--- config.mk ---
export PLATFORM = sky130hd
export DESIGN_NAME = intr_resolver
export DESIGN_NICKNAME = d
export VERILOG_FILES = /design/src/rtl/intr_pkg.sv /design/src/rtl/prio_pick.sv /design/src/rtl/ack_seq_fsm.sv /design/src/rtl/intr_resolver.sv
export SDC_FILE = /design/constraint.sdc
export NUM_CORES = 1
export LEC_CHECK = 0
export BUFFER_PORTS_ARGS = -buffer_cell sky130_fd_sc_hd__buf_4
export CORE_MARGIN = 3
export CORE_UTILIZATION = 54
export DETAILED_ROUTE_END_ITERATION = 7
export PLACE_DENSITY = 0.89
export SLEW_MARGIN = 20
export SYNTH_ARGS = -nofsm -noshare
export SYNTH_HDL_FRONTEND = slang
export SYNTH_SLANG_ARGS = --single-unit
--- constraint.sdc ---
create_clock -name clk -period 4.8 [get_ports clk]
set_input_delay 1.44 -clock clk [delete_from_list [all_inputs] [get_ports clk]]
set_output_delay 1.44 -clock clk [all_outputs]
set_load 0.01 [all_outputs]
--- src/rtl/intr_pkg.sv ---
package intr_pkg;
    typedef enum logic {
        ST_IDLE    = 1'b0,
        ST_SERVICE = 1'b1
    } svc_state_e;

    localparam logic [1:0] RD_REQ  = 2'd0;
    localparam logic [1:0] RD_ISR  = 2'd1;
    localparam logic [1:0] RD_MASK = 2'd2;
endpackage

--- src/rtl/prio_pick.sv ---
// Fixed-priority pick: the lowest set index wins.
module prio_pick #(
    parameter int N_LINES = 8,
    parameter int LVL_W   = $clog2(N_LINES)
) (
    input  logic [N_LINES-1:0] bits,
    output logic               found,
    output logic [LVL_W-1:0]   idx,
    output logic [N_LINES-1:0] onehot
);
    always_comb begin
        found  = 1'b0;
        idx    = '0;
        onehot = '0;
        for (int i = N_LINES - 1; i >= 0; i--) begin
            if (bits[i]) begin
                found  = 1'b1;
                idx    = LVL_W'(i);
                onehot = '0;
                onehot[i] = 1'b1;
            end
        end
    end
endmodule

--- src/rtl/ack_seq_fsm.sv ---
// Controls the acknowledge sequence: IDLE -> SERVICE on grant, back on the last strobe.
module ack_seq_fsm
    import intr_pkg::*;
#(
    parameter int LVL_W = 3
) (
    input  logic             clk,
    input  logic             rst_n,
    input  logic             ack_first,
    input  logic             ack_last,
    input  logic             pending,
    input  logic [LVL_W-1:0] win_idx,
    output svc_state_e       state,
    output logic             grant,
    output logic             finish,
    output logic             int_out,
    output logic             vec_valid,
    output logic [LVL_W-1:0] held_idx
);
    svc_state_e state_nxt;

    // Next state
    always_comb begin
        state_nxt = state;
        unique case (state)
            ST_IDLE:    if (ack_first && pending) state_nxt = ST_SERVICE; // T_GRANT
            ST_SERVICE: if (ack_last)             state_nxt = ST_IDLE;    // T_DONE
            default:    state_nxt = ST_IDLE;
        endcase
    end

    // State register
    always_ff @(posedge clk or negedge rst_n) begin
        if (!rst_n) begin
            state    <= ST_IDLE;
            held_idx <= '0;
        end else begin
            state <= state_nxt;
            if (grant) held_idx <= win_idx;
        end
    end

    // Outputs
    always_comb begin
        grant     = 1'b0;
        finish    = 1'b0;
        int_out   = 1'b0;
        vec_valid = 1'b0;
        unique case (state)
            ST_IDLE: begin
                int_out = pending;
                grant   = ack_first && pending;
            end
            ST_SERVICE: begin
                vec_valid = 1'b1;
                finish    = ack_last;
            end
            default: ;
        endcase
    end

    AST_QUIET_IN_SERVICE: assert property (@(posedge clk) disable iff (!rst_n)
        (state == ST_SERVICE) |-> !int_out);
    AST_LAST_CLOSES: assert property (@(posedge clk) disable iff (!rst_n)
        (state == ST_SERVICE && ack_last) |=> (state == ST_IDLE && !vec_valid));
    AST_HOLD_LEVEL: assert property (@(posedge clk) disable iff (!rst_n)
        (state == ST_SERVICE && !ack_last) |=> $stable(held_idx));
endmodule

--- src/rtl/intr_resolver.sv ---
module intr_resolver
    import intr_pkg::*;
#(
    parameter int N_LINES = 8,
    localparam int LVL_W  = $clog2(N_LINES)
) (
    input  logic               clk,
    input  logic               rst_n,
    input  logic [N_LINES-1:0] irq_in,
    input  logic               mask_wr,
    input  logic [N_LINES-1:0] mask_data,
    input  logic               auto_eoi,
    input  logic               ack_first,
    input  logic               ack_last,
    input  logic               eoi_cmd,
    input  logic               eoi_specific,
    input  logic [LVL_W-1:0]   eoi_level,
    input  logic [1:0]         rd_sel,
    output logic [N_LINES-1:0] rd_data,
    output logic               int_out,
    output logic               vec_valid,
    output logic [LVL_W-1:0]   vec_level
);
    localparam logic [N_LINES-1:0] ONE = N_LINES'(1);

    logic [N_LINES-1:0] irr, isr, imr;
    logic [N_LINES-1:0] eligible, req_oh, isr_oh;
    logic [N_LINES-1:0] grant_oh, eoi_clr, auto_clr;
    logic               req_found, isr_found, pending;
    logic [LVL_W-1:0]   req_idx, isr_idx, held_idx;
    logic               grant, finish;
    svc_state_e         state;

    assign eligible = irr & ~imr;

    prio_pick #(.N_LINES(N_LINES), .LVL_W(LVL_W)) u_req_pick (
        .bits(eligible), .found(req_found), .idx(req_idx), .onehot(req_oh)
    );
    prio_pick #(.N_LINES(N_LINES), .LVL_W(LVL_W)) u_isr_pick (
        .bits(isr), .found(isr_found), .idx(isr_idx), .onehot(isr_oh)
    );

    assign pending = req_found && (!isr_found || (req_idx < isr_idx));

    ack_seq_fsm #(.LVL_W(LVL_W)) u_fsm (
        .clk(clk), .rst_n(rst_n), .ack_first(ack_first), .ack_last(ack_last),
        .pending(pending), .win_idx(req_idx), .state(state), .grant(grant),
        .finish(finish), .int_out(int_out), .vec_valid(vec_valid),
        .held_idx(held_idx)
    );
    assign vec_level = held_idx;

    assign grant_oh = grant ? req_oh : '0;
    assign eoi_clr  = !eoi_cmd     ? '0 :
                      eoi_specific ? (ONE << eoi_level) : isr_oh;
    assign auto_clr = (finish && auto_eoi) ? (ONE << held_idx) : '0;

    always_ff @(posedge clk or negedge rst_n) begin
        if (!rst_n) begin
            irr <= '0;
            isr <= '0;
            imr <= '0;
        end else begin
            irr <= irq_in & ~grant_oh;
            isr <= (isr & ~(eoi_clr | auto_clr)) | grant_oh;
            if (mask_wr) imr <= mask_data;
        end
    end

    always_comb begin
        unique case (rd_sel)
            RD_REQ:  rd_data = irr;
            RD_ISR:  rd_data = isr;
            RD_MASK: rd_data = imr;
            default: rd_data = '0;
        endcase
    end

    AST_GRANT_SETS_ISR: assert property (@(posedge clk) disable iff (!rst_n)
        (grant && !eoi_cmd) |=> isr[$past(req_idx)]);
    AST_GRANT_CLEARS_IRR: assert property (@(posedge clk) disable iff (!rst_n)
        grant |=> !irr[$past(req_idx)]);
    AST_ALL_MASKED_QUIET: assert property (@(posedge clk) disable iff (!rst_n)
        (&imr) |-> !int_out);
    AST_AUTO_RELEASE: assert property (@(posedge clk) disable iff (!rst_n)
        (finish && auto_eoi) |=> !isr[$past(held_idx)]);
    AST_SPECIFIC_EOI: assert property (@(posedge clk) disable iff (!rst_n)
        (eoi_cmd && eoi_specific && !grant) |=> !isr[$past(eoi_level)]);
    AST_ISR_GROWS_BY_ONE: assert property (@(posedge clk) disable iff (!rst_n)
        (grant && !eoi_cmd) |=> ($countones(isr) == $past($countones(isr)) + 1));
endmodule

==> impl_metrics.py <==
metrics = {
    "floorplanning": {
        "die_area_um2": 3999,
        "pin_count": 42,
        "start_util": 0.5748,
        "die_h_um": 63.24,
        "rows": 20,
        "core_um2": 3078,
        "dieWidth_um": 63.24,
    },
    "setup_path": {
        "crit_end": "int_out",
        "path_class": "register to primary output",
        "cp_max_fo": 7,
        "cp_num_cells": 9,
        "crit_chain": "nor2b_2, a2111oi_4, a21boi_0, ha_1, a211oi_1, o21ai_0, o21ai_2, and2_1, buf_4",
        "crit_arrival_ns": 2.85,
        "critPathBufInv": 1,
        "required_ns": 3.36,
        "start_kind": "register",
        "rr_worst_depth": 9,
        "worst_r2r_endpoint": "u_fsm.held_idx[2]",
        "slowest_delay_ns": 0.48,
        "r2r_setup_slack_ns": 1.91,
        "end_kind": "primary output",
        "r2r_start": "irr[1]",
        "cp_top_family": "compound AO/OA/AOI/OAI gates",
        "cp-startpoint": "irr[1]",
        "cp_slowest_cell": "a2111oi_4",
    },
    "place": {
        "place_ws_ns": 0.8778,
        "port_buffers": 41,
        "gp_congestion": 0.8624,
        "placed_area_um2": 2095,
        "dp_hpwl_um": 3128,
    },
    "sta": {
        "grt_setup_unrepaired": "false",
        "setup_slack_ns": 0.5059,
        "min_period_ns": 4.294,
        "setup_tns_ns": 0,
        "fmax_ghz": 0.2329,
        "hold_viol": 0,
        "slew_headroom": 0.6794,
        "finalMaxSlewViolations": 0,
        "setup_viol": 0,
        "finalClockSkew_ns": 0.005485,
        "min_period_over_period": 0.8946,
        "worst-slew-pin-transition_ns": 0.4749,
    },
    "power": {
        "vdd_ir_drop_max_v": 0.0002302,
        "p_clk_frac": 0.108,
        "power_frac_comb": 0.525,
        "switching_share": 0.4242,
        "p_int_mw": 0.6038,
        "power_mw": 1.049,
        "leakage_nw": 0.9164,
        "pwr-share-seq": 0.367,
        "p_sw_mw": 0.4448,
        "p_per_area_nw_per_um2": 492.1,
    },
    "global_route": {
        "grt-ovfl-total": 0,
        "track_usage": 0.2099,
        "grt_pass1_wl_um": 6810,
        "grt_max_degree": 29,
        "antenna_found_initial": 0,
        "grt_pass1_vias": 1490,
    },
    "yosys": {
        "synthTopCellsByArea": "dfrtp_1, nand2_1, mux2i_1",
        "synth_edf_count": 0,
        "post-synth-top-area-fraction": 0.3960,
        "yosysSeqAreaShare": 0.3960,
        "netlist_instances": 185,
        "syn_area_um2": 1769,
        "yosysWarningCount": 0,
        "synth_top_area_cell": "dfrtp_1",
        "synth_seq_cells": 28,
        "syn_area_per_cell_um2": 9.563,
        "synth_top_flop_cell": "dfrtp_1",
        "ys_async_sr_fraction": 1.000,
        "syn-num-nets": 216,
        "ys_types": 44,
    },
    "worst_hold_path": {
        "min_path_cells": 1,
        "hp-class": "register to register",
    },
    "clocking": {
        "cts_resized": 0,
        "clk_pin_slew_ns": 0.14,
        "clock_latency_ns": 0.33,
        "cts_root_buf": "clkbuf_4",
        "ctsHoldBuffers": 0,
        "clkSinkCount": 28,
        "post-cts-setup-buffers": 0,
        "cts_made_buffers": 3,
        "cts_max_level": 1,
        "cts_tree": "done",
        "clk_path_buf_depth": 2,
    },
    "layout": {
        "layout-drive-gt1-share": 0.2813,
        "syn2layout_area_growth_pct": 20.44,
        "antenna_cells": 0,
        "multi_input_area_um2": 1005,
        "fin_util": 0.6923,
        "nFillCells": 268,
        "nNetsFinal": 256,
        "register_area_um2": 700.7,
        "finish.instance_area_um2": 2131,
    },
    "route": {
        "drcViolationCount": 0,
        "via_per_inst": 5.862,
        "drtIter0Drc": 88,
        "firstDrtPassIters": 4,
        "routed_wl_um": 3968,
        "final_antenna_net_count": 0,
        "routed-via-count": 1571,
        "wire_per_inst_um": 14.81,
    },
    "outcome": {
        "status": "complete, no violations",
    },
    "flow_run": {
        "drv_cap": 0,
    },
}
-- layout make-up --
cell class              instances  share of cell area
flip-flops and latches         28              0.3288
inverters                       7             0.01233
clock buffers                   4             0.01703
well taps                      44             0.02584
multi-input cells             144              0.4715
repair buffers                 41              0.1445
-- cell usage after synthesis, types with 2 or more instances --
| cell | count |
|---|---|
| nor2_1 | 8 |
| o32ai_1 | 5 |
| ha_1 | 2 |
| nor2b_1 | 7 |
| o31ai_1 | 3 |
| nand2_1 | 23 |
| a32oi_1 | 3 |
| mux2_4 | 2 |
| o311ai_0 | 4 |
| a211oi_1 | 2 |
| a21oi_1 | 2 |
| dfrtp_1 | 28 |
| o31a_1 | 2 |
| inv_1 | 7 |
| a31oi_1 | 2 |
| nand4_1 | 2 |
| mux2i_1 | 8 |
| o21ai_0 | 16 |
| buf_6 | 2 |
| nand2b_1 | 7 |
| clkbuf_1 | 4 |
| o21ai_1 | 6 |
| nand3_1 | 5 |
| nor3_1 | 3 |
| o21a_1 | 7 |
| mux2_2 | 7 |
-- worst register-to-register path, stage by stage (launching register included) --
cell and delay (ns):
dfrtp_1 0.40, nor2b_2 0.20, a2111oi_4 0.48, a21boi_0 0.30, ha_1 0.29, a211oi_1 0.22
o21ai_0 0.17, o21ai_2 0.21, nand2_4 0.19, mux2_4 0.34
-- state kept, by name (all words and copies together), names as in the netlist --
name            flops
imr                 8
irr                 8
isr                 8
u_fsm.held_idx      3
u_fsm.state         1
-- power groups by stage --
stage                     Sequential (mW)  Clock (mW)  Combinational, mW
after floorplan                     0.364           0              0.414
after CTS                           0.383       0.116              0.550
after detailed placement            0.387           0              0.548
after global placement              0.386           0              0.539
after global routing                0.396       0.128              0.615
final                               0.385       0.113              0.551
-- stage by stage --
stage | std cells | hold WS [ns]
3_5_place_dp | 264 | 0.5378
2_1_floorplan | 185 | 0.4958
5_1_grt | 268 | 0.5980
3_3_place_gp | 264 | 0.5210
6_report | 268 | 0.5653
4_1_cts | 268 | 0.5694
-- placed cells by master, fill, tap and decap left out, types with 3 or more instances in the layout --
cell type / synthesis / layout
nor2b_1: 7 / 7
dfrtp_1: 28 / 28
o21ai_1: 6 / 6
mux2_2: 7 / 7
o311ai_0: 4 / 4
o31ai_1: 3 / 3
buf_4: 0 / 41
mux2i_1: 8 / 8
o21ai_0: 16 / 16
a32oi_1: 3 / 3
nor3_1: 3 / 3
nand2b_1: 7 / 7
clkbuf_4: 0 / 3
nand2_1: 23 / 23
o32ai_1: 5 / 5
inv_1: 7 / 7
nand3_1: 5 / 5
o21a_1: 7 / 7
nor2_1: 8 / 8
-- cell families (layout without fill, tap and decap cells) --
| kind of cell | count (synthesis) | in the layout | share of synthesized area |
|---|---|---|---|
| buf+inv | 13 | 52 | 0.03607 |
| simple gates | 65 | 65 | 0.1959 |
| compound gates | 60 | 60 | 0.2511 |
| fa+ha+maj | 2 | 2 | 0.01414 |
| flops | 28 | 28 | 0.3960 |
| mux | 17 | 17 | 0.1068 |
-- worst min-delay path by stage --
stage          startpoint  endpoint  slack [ns]
6_report           imr[5]    imr[5]        0.57
5_1_grt            imr[5]    imr[5]        0.60
4_1_cts            imr[5]    imr[5]        0.57
3_5_place_dp       imr[5]    imr[5]        0.54
3_3_place_gp       imr[3]    imr[3]        0.52
2_1_floorplan      imr[3]    imr[3]        0.50
-- per-layer routing --
metal	routed length [um]	vias to the layer above	track usage
met5	0	-	0
met2	1933	48	0.3439
met1	1784	750	0.2947
met4	58	0	0.05930
met3	191	6	0.02317
li1	-	767	-
Note: power is estimated with default switching activity, not from simulation.
